## src/rtl/trip_pkg.sv

```systemverilog
package trip_pkg;
  parameter int unsigned DEF_CHANNELS = 5;
  parameter int unsigned DEF_CNT_W    = 8;

  // Reason a channel is tripping after the coming strobe.
  typedef enum logic [1:0] {
    CAUSE_IDLE = 2'd0,
    CAUSE_REQ  = 2'd1,
    CAUSE_HOLD = 2'd2,
    CAUSE_SEAL = 2'd3
  } trip_cause_e;
endpackage

```

## src/rtl/trip_hold_timer.sv

```systemverilog
module trip_hold_timer #(
  parameter int unsigned CNT_W = 8
) (
  input  logic             clk,
  input  logic             rst,
  input  logic             tick,
  input  logic             load,
  input  logic [CNT_W-1:0] min_dur,
  output logic             running
);
  localparam logic [CNT_W-1:0] ZERO = '0;
  localparam logic [CNT_W-1:0] ONE  = CNT_W'(1);

  logic [CNT_W-1:0] cnt_q;
  logic [CNT_W-1:0] cnt_d;
  logic [CNT_W-1:0] reload_val;

  // The request interval counts as the first held interval.
  always_comb begin
    reload_val = (min_dur == ZERO) ? ZERO : (min_dur - ONE);
    if (load)              cnt_d = reload_val;
    else if (cnt_q != ZERO) cnt_d = cnt_q - ONE;
    else                   cnt_d = ZERO;
  end

  always_ff @(posedge clk) begin
    if (rst)       cnt_q <= ZERO;
    else if (tick) cnt_q <= cnt_d;
  end

  assign running = (cnt_q != ZERO);


  cnt_hold_chk: assert property (@(posedge clk) disable iff (rst)
    !tick |=> $stable(cnt_q));


  cnt_step_chk: assert property (@(posedge clk) disable iff (rst)
    (tick && !load && running) |=> (cnt_q == $past(cnt_q) - ONE));


  cnt_rst_chk: assert property (@(posedge clk)
    rst |=> (cnt_q == ZERO));
endmodule

```

## src/rtl/trip_seal_cell.sv

```systemverilog
module trip_seal_cell
  import trip_pkg::*;
#(
  parameter int unsigned CNT_W = 8
) (
  input  logic             clk,
  input  logic             rst,
  input  logic             tick,
  input  logic             req,
  input  logic             unlatch,
  input  logic             tgt_reset,
  input  logic [CNT_W-1:0] min_dur,
  output logic             trip
);
  logic        running;
  logic        trip_q;
  logic        clear;
  trip_cause_e cause_d;

  trip_hold_timer #(.CNT_W(CNT_W)) u_timer (
    .clk     (clk),
    .rst     (rst),
    .tick    (tick),
    .load    (req),
    .min_dur (min_dur),
    .running (running)
  );

  assign clear = unlatch | tgt_reset;

  // Request wins; a running hold masks a release; the seal needs no release.
  always_comb begin
    if (req)                  cause_d = CAUSE_REQ;
    else if (running)         cause_d = CAUSE_HOLD;
    else if (trip_q && !clear) cause_d = CAUSE_SEAL;
    else                      cause_d = CAUSE_IDLE;
  end

  always_ff @(posedge clk) begin
    if (rst)       trip_q <= 1'b0;
    else if (tick) trip_q <= (cause_d != CAUSE_IDLE);
  end

  assign trip = trip_q;


  req_trip_chk: assert property (@(posedge clk) disable iff (rst)
    (tick && req) |=> trip_q);


  hold_masks_clear_chk: assert property (@(posedge clk) disable iff (rst)
    (tick && running) |=> trip_q);


  seal_keep_chk: assert property (@(posedge clk) disable iff (rst)
    (tick && trip_q && !unlatch && !tgt_reset) |=> trip_q);


  release_chk: assert property (@(posedge clk) disable iff (rst)
    (tick && !req && !running && (unlatch || tgt_reset)) |=> !trip_q);


  out_stable_chk: assert property (@(posedge clk) disable iff (rst)
    !tick |=> $stable(trip_q));


  out_rst_chk: assert property (@(posedge clk)
    rst |=> !trip_q);
endmodule

```

## src/rtl/trip_summary.sv

```systemverilog
module trip_summary #(
  parameter int unsigned N_CH = 5
) (
  input  logic [N_CH-1:0] trip,
  output logic            any
);
  logic [N_CH:0] chain;

  assign chain[0] = 1'b0;
  for (genvar g = 0; g < N_CH; g++) begin : g_or
    assign chain[g+1] = chain[g] | trip[g];
  end
  assign any = chain[N_CH];
endmodule

```

## src/rtl/trip_latch_bank.sv

```systemverilog
module trip_latch_bank
  import trip_pkg::*;
#(
  parameter int unsigned N_CH  = DEF_CHANNELS,
  parameter int unsigned CNT_W = DEF_CNT_W
) (
  input  logic             clk,
  input  logic             rst,
  input  logic             tick,
  input  logic [N_CH-1:0]  trip_req,
  input  logic [N_CH-1:0]  unlatch,
  input  logic             tgt_reset,
  input  logic [CNT_W-1:0] min_dur,
  output logic [N_CH-1:0]  trip_out,
  output logic             trip_any
);
  for (genvar c = 0; c < N_CH; c++) begin : g_ch
    trip_seal_cell #(.CNT_W(CNT_W)) u_cell (
      .clk       (clk),
      .rst       (rst),
      .tick      (tick),
      .req       (trip_req[c]),
      .unlatch   (unlatch[c]),
      .tgt_reset (tgt_reset),
      .min_dur   (min_dur),
      .trip      (trip_out[c])
    );
  end

  trip_summary #(.N_CH(N_CH)) u_sum (
    .trip (trip_out),
    .any  (trip_any)
  );


  any_follows_chk: assert property (@(posedge clk) disable iff (rst)
    (trip_out != '0) |-> trip_any);


  any_idle_chk: assert property (@(posedge clk) disable iff (rst)
    (trip_out == '0) |-> !trip_any);
endmodule

```

## config.mk

```make
export PLATFORM = sky130hd
export DESIGN_NAME = trip_latch_bank
export DESIGN_NICKNAME = d
export VERILOG_FILES = /design/src/rtl/trip_pkg.sv /design/src/rtl/trip_hold_timer.sv /design/src/rtl/trip_seal_cell.sv /design/src/rtl/trip_summary.sv /design/src/rtl/trip_latch_bank.sv
export SDC_FILE = /design/constraint.sdc
export NUM_CORES = 1
export LEC_CHECK = 0
export ABC_CLOCK_PERIOD_IN_PS = 1900
export BUFFER_PORTS_ARGS = -buffer_cell sky130_fd_sc_hd__buf_4
export CAP_MARGIN = 20
export CORE_UTILIZATION = 45
export DETAILED_ROUTE_END_ITERATION = 7
export HOLD_SLACK_MARGIN = 0.06
export SLEW_MARGIN = 40
export SYNTH_ARGS = -nofsm -noshare
export SYNTH_HDL_FRONTEND = slang
export SYNTH_SLANG_ARGS = --single-unit
```

## constraint.sdc

```tcl
create_clock -name clk -period 1.9 [get_ports clk]
set_input_delay 0.38 -clock clk [delete_from_list [all_inputs] [get_ports clk]]
set_output_delay 0.38 -clock clk [all_outputs]
set_load 0.05 [all_outputs]
```

==> metrics.md, run 1 <==
| Metric | Value |
|---|---|
| Synthesized area | `2999 sq um` |
| Clock slew at reported path FFs | `around 0.090 ns` |
| Max Clk Rate | `around 0.55 GHz` |
| Max VDD drop | `between 0.0004 and 0.0005 V` |
| Post-Syn Nets | `around 420` |
| Largest cells by area after synthesis | `dfxtp_1, nor2_1, a21oi_1` |
| Clk buf depth | `2` |
| Crit-path cells | `inv_1 -> ha_1 -> nor4b_1 -> buf_4 -> a21oi_1 -> a22oi_1 -> a211oi_1` |
| Drt pass-1 iters | `4` |
| Dominant cell type by area after synthesis | `dfxtp_1` |
| Post-Place Cells | `497` |
| Ys async rst share | `0` |
| Core Rows | `29` |
| Setup Skew | `~0.0057 ns` |
| Crit end category | `flop` |
| Vias in the first global route | `2882` |
| Max cap viols | `0` |
| Buffers on Ports | `27` |
| Io pins | `28` |
| Final Cycle Share | `0.9526` |
| Die area | `about 7000 sq um` |
| Global placer's final weighted congestion | `0.8463` |
| PwrDens | `between 700 and 800 nW/um^2` |
| Cts bufs inserted | `5` |
| Multiplexer share of the synthesized area | `0` |
| Total Power | `between 2 and 3 mW` |
| Seq/Total Area, Yosys | `0.3004` |
| Slowest cell on crit path | `a21oi_1` |
| Synthesized area per cell | `about 7.7 sq um` |
| Post-route ant nets | `0` |
| Insertion delay to the later sink of the worst-skew pair | `about 0.3 ns` |
| Die Wd | `about 84 um` |
| Layout cells sized above 1 | `0.1939` |
| N_diodes | `0` |
| Yosys top cell area share | `0.3004` |
| Initial DRC count | `around 220` |
| Largest net degree at the start of global routing | `32` |
| Post-route cell area | `3575 sq um` |
| Leak | `~1.3 nW` |
| EDFF count, synth | `0` |
| Fin util | `0.5598` |
| Status | `completed` |
| CP Max Fanout | `5` |
| Fin. max-slew vios | `0` |
| Total wire length | `approximately 8.7 mm` |
| Vias post-DR | `~3100` |
| Crit path required time | `about 2.1 ns` |
| Starting Density | `0.4696` |
| Worst slew pin tran | `approximately 0.54 ns` |
| Compound-Gate Fraction of Synth Area | `0.3329` |
| Crit path launch type | `flop` |
| Critical Path AT | `between 2 and 2.5 ns` |
| Die H | `83.64 um` |
| Initial antenna violation count | `0` |
| Sink Count | `45` |
| RSZ-0062 raised after global routing | `yes` |
| CTS tree | `done` |
| Post-CTS Hold Buffers | `0` |
| Clock H-tree levels | `2` |
| # DRC | `0` |
| Drt via density | `roughly 6` |
| Slew headroom | `0.6422` |
| Largest family of logic cells by synthesized area | `compound AO/OA/AOI/OAI gates` |
| Post-synthesis register bit count | `45` |
| Post-Synth Adder-Cell Area | `0.02920` |
| CP top delay family | `compound AO/OA/AOI/OAI gates` |
| Net count, final | `456` |
| Top_reg_cell synth | `dfxtp_1` |
| Tmin final | `roughly 1.8 ns` |
| Area of the core | `around 6400 sq um` |
| Fin cells | `between 500 and 600` |
| Unique masters post-synth | `~50` |
| Global-route wire length before repair | `~15 mm` |
| Hpwl dp | `between 6 and 7 mm` |
| DR WL/cell | `17.24 um` |
| # setup viols final | `0` |
| Xor and xnor area share after synthesis | `0.01168` |
| Area grow syn2layout | `19.19%` |
| Crit path kind | `flop to flop` |
| Final Hold Viols | `0` |
| Root Driver | `clkbuf_8` |
| GRT Util Overall | `0.2573` |
| Simple logic cell fraction of the synthesized area | `0.2495` |
| Slowest cell delay on critical path | `about 0.37 ns` |
| Worst hold slack | `around 0.37 ns` |
| Cell Area, Placed | `roughly 3400 sq um` |
| Syn Inst Count | `a little under 400` |
| Yosys warning total | `0` |
| Buffers & Inverters on Critical Path | `2` |
| Remaining global-route overflow | `0` |
| HP Class | `input pin to flop` |
==> state kept, by name, summed over array words and instances, names as in the netlist <==
| register | cells |
|---|---|
| g_ch.u_cell.u_timer.cnt_q | 40 |
| g_ch.u_cell.trip | 5 |
==> cell type report <==
class / instances / area, sq um
clock buffers: 6 / 72.57
clock inverters: 2 / 38.79
fillers: 604 / 2811
inverters: 31 / 116.4
multi-input cells: 286 / 1902
flip-flops and latches: 45 / 900.9
well taps: 77 / 96.34
repair buffers: 58 / 447.9
==> synth_stat cells (all sizes together), types with 6 or more instances <==
| library cell | n |
|---|---|
| nor4 | 6 |
| inv | 30 |
| or3 | 10 |
| o32ai | 10 |
| a32oi | 6 |
| buf | 7 |
| nor2 | 35 |
| a21oi | 25 |
| nor3 | 24 |
| o21ai | 19 |
| a211oi | 11 |
| ha | 7 |
| nor4b | 6 |
| o211ai | 16 |
| nand4 | 9 |
| dfxtp | 45 |
| nand2 | 24 |
| clkbuf | 18 |
| a221oi | 9 |
==> cells in the final DEF (no fill, tap or decap), types with 5 or more instances in the layout <==
cell	netlist	layout
or3_1	10	10
buf_4	5	57
a211oi_1	11	11
dfxtp_1	45	45
o21ai_0	14	14
o32ai_1	10	10
ha_1	7	7
a31oi_1	5	5
o21a_1	5	5
nor2_1	35	33
nand2_1	24	24
nand3_1	5	5
clkbuf_8	0	5
a32oi_1	6	6
nor3_1	24	24
o211ai_1	16	16
a221oi_1	9	8
a21boi_0	5	5
inv_1	30	30
o21ai_1	5	5
a21oi_1	25	24
nand4_1	9	9
==> path summary, 6_finish.rpt <==
| check | from | endpoint | slack (ns) | cells after the start |
|---|---|---|---|---|
| setup / recovery | g_ch[0].u_cell.u_timer.cnt_q[0] | g_ch[0].u_cell.u_timer.cnt_q[1] | 0.09 | 7 |
| hold / removal | unlatch[0] | g_ch[0].u_cell.trip | 0.37 | 4 |
| setup reg to reg | g_ch[0].u_cell.u_timer.cnt_q[0] | g_ch[0].u_cell.u_timer.cnt_q[1] | 0.09 | 7 |
| hold reg to reg | g_ch[3].u_cell.trip | g_ch[3].u_cell.trip | 0.48 | 2 |
==> metrics by stage <==
stage	setup slack (ns)	TNS (ns)
floorplan	0.1654	0
global placement	-0.07623	-0.2643
detailed placement	-0.1511	-0.6395
CTS	0.08026	0
global route	-0.02383	-0.03515
finish	0.08998	0
==> kinds of logic (layout without fill, tap and decap cells) <==
group | count (synthesis) | after routing
AO/OA/AOI/OAI | 138 | 138
AND/OR/NAND/NOR | 137 | 137
buffers and inverters | 56 | 97
flip-flops | 45 | 45
adder cells (fa/ha/maj) | 7 | 7
XOR/XNOR | 4 | 4
==> tightest hold or removal path: stages <==
cell and delay [ns]:
buf_4 0.07, o21ai_0 0.06, nand2_1 0.06, a21oi_1 0.05
==> per-layer routing <==
layer  global-route usage  wire, um  part of all wire  up-vias
met5                    0         0                 0        -
met4              0.06317        88             0.010        0
met3              0.03759       433             0.050        9
met2               0.3976      3921              0.45       88
met1               0.3750      4264              0.49     1444
li1                     -         -                 -     1569
==> where the power goes <==
| group | internal, mW | switching (mW) | leakage (nW) |
|---|---|---|---|
| combinational | 0.362 | 0.494 | 0.896 |
| sequential | 1.03 | 0.0899 | 0.372 |
| clock | 0.395 | 0.342 | 0.0554 |
| total | 1.78 | 0.926 | 1.32 |
==> what timing repair did <==
item                       4_1_cts  5_1_grt
buffers inserted                 0        0
resized for setup                0        6
setup endpoints to repair        0       10
No activity file was read; power rests on OpenSTA's default activity.
==> inputs of run 2 (changes only) <==
- RECOVER_POWER: default -> 50
==> run 2 against run 1 <==
Combinational power decreased by 2%; via count down 0.80%; setup slack got worse by 0.00097 ns; register-to-register slack hardly changed; maximum frequency hardly changed; non-clock buffer count did not move; routed wire length rose by 0.72%; critical path type unchanged; clock-buffer cell count stayed put; sequential share of layout area grew 0.29 points; hold slack worse by 0.0014 ns; total power is 0.65% lower; clock power hardly changed; largest power group unchanged.
==> metrics.md, run 2 (synthesized netlist as in run 1, its figures left out) <==
| Metric | Value |
|---|---|
| Hpwl dp | `6.324 mm` |
| Slowest cell delay on critical path | `0.37 ns` |
| Hold Startpoint | `unlatch[0]` |
| CTS tree | `done` |
| Core Rows | `29` |
| N_diodes | `0` |
| Drt pass-1 iters | `4` |
| Leak | `about 1.3 nW` |
| Crit-path cells | `inv_1 -> ha_1 -> nor4b_1 -> buf_4 -> a21oi_1 -> a22oi_1 -> a211oi_1` |
| Vias post-DR | `3085` |
| Clk buf depth | `2` |
| Minimum setup slack among reg-to-reg paths | `around 0.089 ns` |
| Area of the core | `6386 sq um` |
| Sink Count | `between 40 and 50` |
| Total wire length | `slightly below 9 mm` |
| Tmin final | `between 1.5 and 2 ns` |
| Die area | `about 7000 sq um` |
| Global placer's final weighted congestion | `between 0.8 and 0.9` |
| HP Class | `input pin to flop` |
| GRT Util Overall | `0.2573` |
| Crit path required time | `approximately 2.1 ns` |
| Layout cells sized above 1 | `0.1729` |
| Fillers | `610` |
| Io pins | `28` |
| CP top delay family | `compound AO/OA/AOI/OAI gates` |
| Net count, final | `between 400 and 500` |
| Crit path kind | `flop to flop` |
| Post-CTS Hold Buffers | `0` |
| R2r worst-path depth | `7` |
| Initial antenna violation count | `0` |
| Vias in the first global route | `around 2900` |
| Cells on Worst Hold Path | `4` |
| Max cap viols | `0` |
| Global-route wire length before repair | `between 10 and 15 mm` |
| PwrDens | `762.0 nW/um^2` |
| Fin util | `0.5533` |
| Largest register by flop count | `g_ch.u_cell.u_timer.cnt_q` |
| Post-route cell area | `approximately 3500 sq um` |
| Final Cycle Share | `0.9532` |
| Die Wd | `83.64 um` |
| Post-route ant nets | `0` |
| Setup repair bufs after CTS | `0` |
| Critical Path AT | `2.03 ns` |
| Most frequent cells in the layout | `dfxtp_1, buf_4, nor2_1` |
| Initial DRC count | `260` |
| Root Driver | `clkbuf_8` |
| Crit path launch type | `flop` |
| Max Clk Rate | `around 0.55 GHz` |
| Status | `completed` |
| Max VDD drop | `approximately 0.00044 V` |
| Crit end category | `flop` |
| Remaining global-route overflow | `0` |
| Fin. max-slew vios | `0` |
| Register Area | `roughly 900 sq um` |
| DR WL/cell | `around 17 um` |
| Reg-to-reg critical path startpoint | `g_ch[0].u_cell.u_timer.cnt_q[0]` |
| # setup viols final | `0` |
| Slew headroom | `0.6065` |
| Buffers on Ports | `27` |
| Drt via density | `approximately 6.1` |
| Die H | `~84 um` |
| Worst slew pin tran | `between 0.5 and 0.6 ns` |
| Final Hold Viols | `0` |
| Clock slew at reported path FFs | `around 0.090 ns` |
| Area of the multi-input gates | `approximately 1900 sq um` |
| Slowest cell on crit path | `a21oi_1` |
| Starting Density | `0.4696` |
| Cell Area, Placed | `roughly 3400 sq um` |
| RSZ-0062 raised after global routing | `yes` |
| Setup Skew | `between 0.008 and 0.009 ns` |
| WHS Endpoint | `g_ch[0].u_cell.trip` |
| Area grow syn2layout | `17.81%` |
| Cts bufs inserted | `5` |
| # DRC | `0` |
| FF-to-FF End | `g_ch[0].u_cell.u_timer.cnt_q[1]` |
| CP Max Fanout | `5` |
| Max reg flops | `40` |
| Largest net degree at the start of global routing | `32` |
| Insertion delay to the later sink of the worst-skew pair | `~0.30 ns` |
| Clock H-tree levels | `2` |
| Buffers & Inverters on Critical Path | `2` |
==> run 2: cell count changes in the layout (fill, tap and decap cells not counted) <==
cell,delta
o311ai_1,-1
o21ai_1,-1
buf_4,-12
o21ai_0,+1
clkbuf_1,+9
clkbuf_2,+3
o311ai_0,+1
==> run 2: timing repair <==
item / CTS / global route
endpoints found under the hold margin: 0 / 0
setup endpoints to repair: 0 / 10
resized for setup: 0 / 6
==> run 2: worst max-delay path by stage <==
stage / slack, ns / start / cells after the start / endpoint
final: 0.09 / g_ch[0].u_cell.u_timer.cnt_q[0] / 7 / g_ch[0].u_cell.u_timer.cnt_q[1]
after floorplan: 0.17 / min_dur[0] / 6 / g_ch[1].u_cell.u_timer.cnt_q[3]
after CTS: 0.08 / g_ch[1].u_cell.u_timer.cnt_q[0] / 6 / g_ch[1].u_cell.u_timer.cnt_q[4]
after detailed placement: -0.15 / min_dur[1] / 6 / g_ch[3].u_cell.u_timer.cnt_q[3]
after global routing: -0.02 / g_ch[0].u_cell.u_timer.cnt_q[0] / 7 / g_ch[0].u_cell.u_timer.cnt_q[1]
after global placement: -0.08 / min_dur[1] / 6 / g_ch[3].u_cell.u_timer.cnt_q[3]
==> run 2: area by class of cell <==
type,instances,share of cell area
Inverter,31,0.03293
Sequential cell,45,0.2550
Clock inverter,2,0.01098
Multi-Input combinational cell,286,0.5382
Timing Repair Buffer,58,0.1151
Clock buffer,6,0.02054
Tap cell,77,0.02727
==> run 2: through the flow <==
step	setup TNS, ns	instances	worst slack (ns)	total power [mW]	hold slack (ns)
final	0	505	0.08901	2.692	0.3687
after global routing	-0.03515	505	-0.02383	2.855	0.3946
after CTS	0	505	0.08026	2.700	0.3681
after detailed placement	-0.6395	497	-0.1511	1.965	0.4689
after global placement	-0.2643	497	-0.07623	1.955	0.4633
after floorplan	0	387	0.1654	1.688	0.4452
==> run 2: worst register-to-register path: cells and delay by family, from the launching register on <==
| kind | cells | cell delay (ns) |
|---|---|---|
| flops | 1 | 0.35 |
| buf+inv | 2 | 0.23 |
| simple gates | 1 | 0.16 |
| compound gates | 3 | 0.73 |
| fa+ha+maj | 1 | 0.26 |
==> run 2: report_power, final <==
group	switching (mW)	leakage (nW)	internal (mW)	total, mW
sequential	0.0899	0.372	1.03	1.12
combinational	0.493	0.857	0.346	0.839
clock	0.342	0.0554	0.395	0.737
==> run 2: routing by layer <==
| metal | vias to the layer above | wire length [um] | share of wire | global-route usage |
|---|---|---|---|---|
| met5 | - | 0 | 0 | 0 |
| met4 | 0 | 56 | 0.0064 | 0.06317 |
| met3 | 4 | 504 | 0.057 | 0.03759 |
| met2 | 79 | 3998 | 0.46 | 0.3976 |
| met1 | 1432 | 4211 | 0.48 | 0.3750 |
| li1 | 1570 | - | - | - |
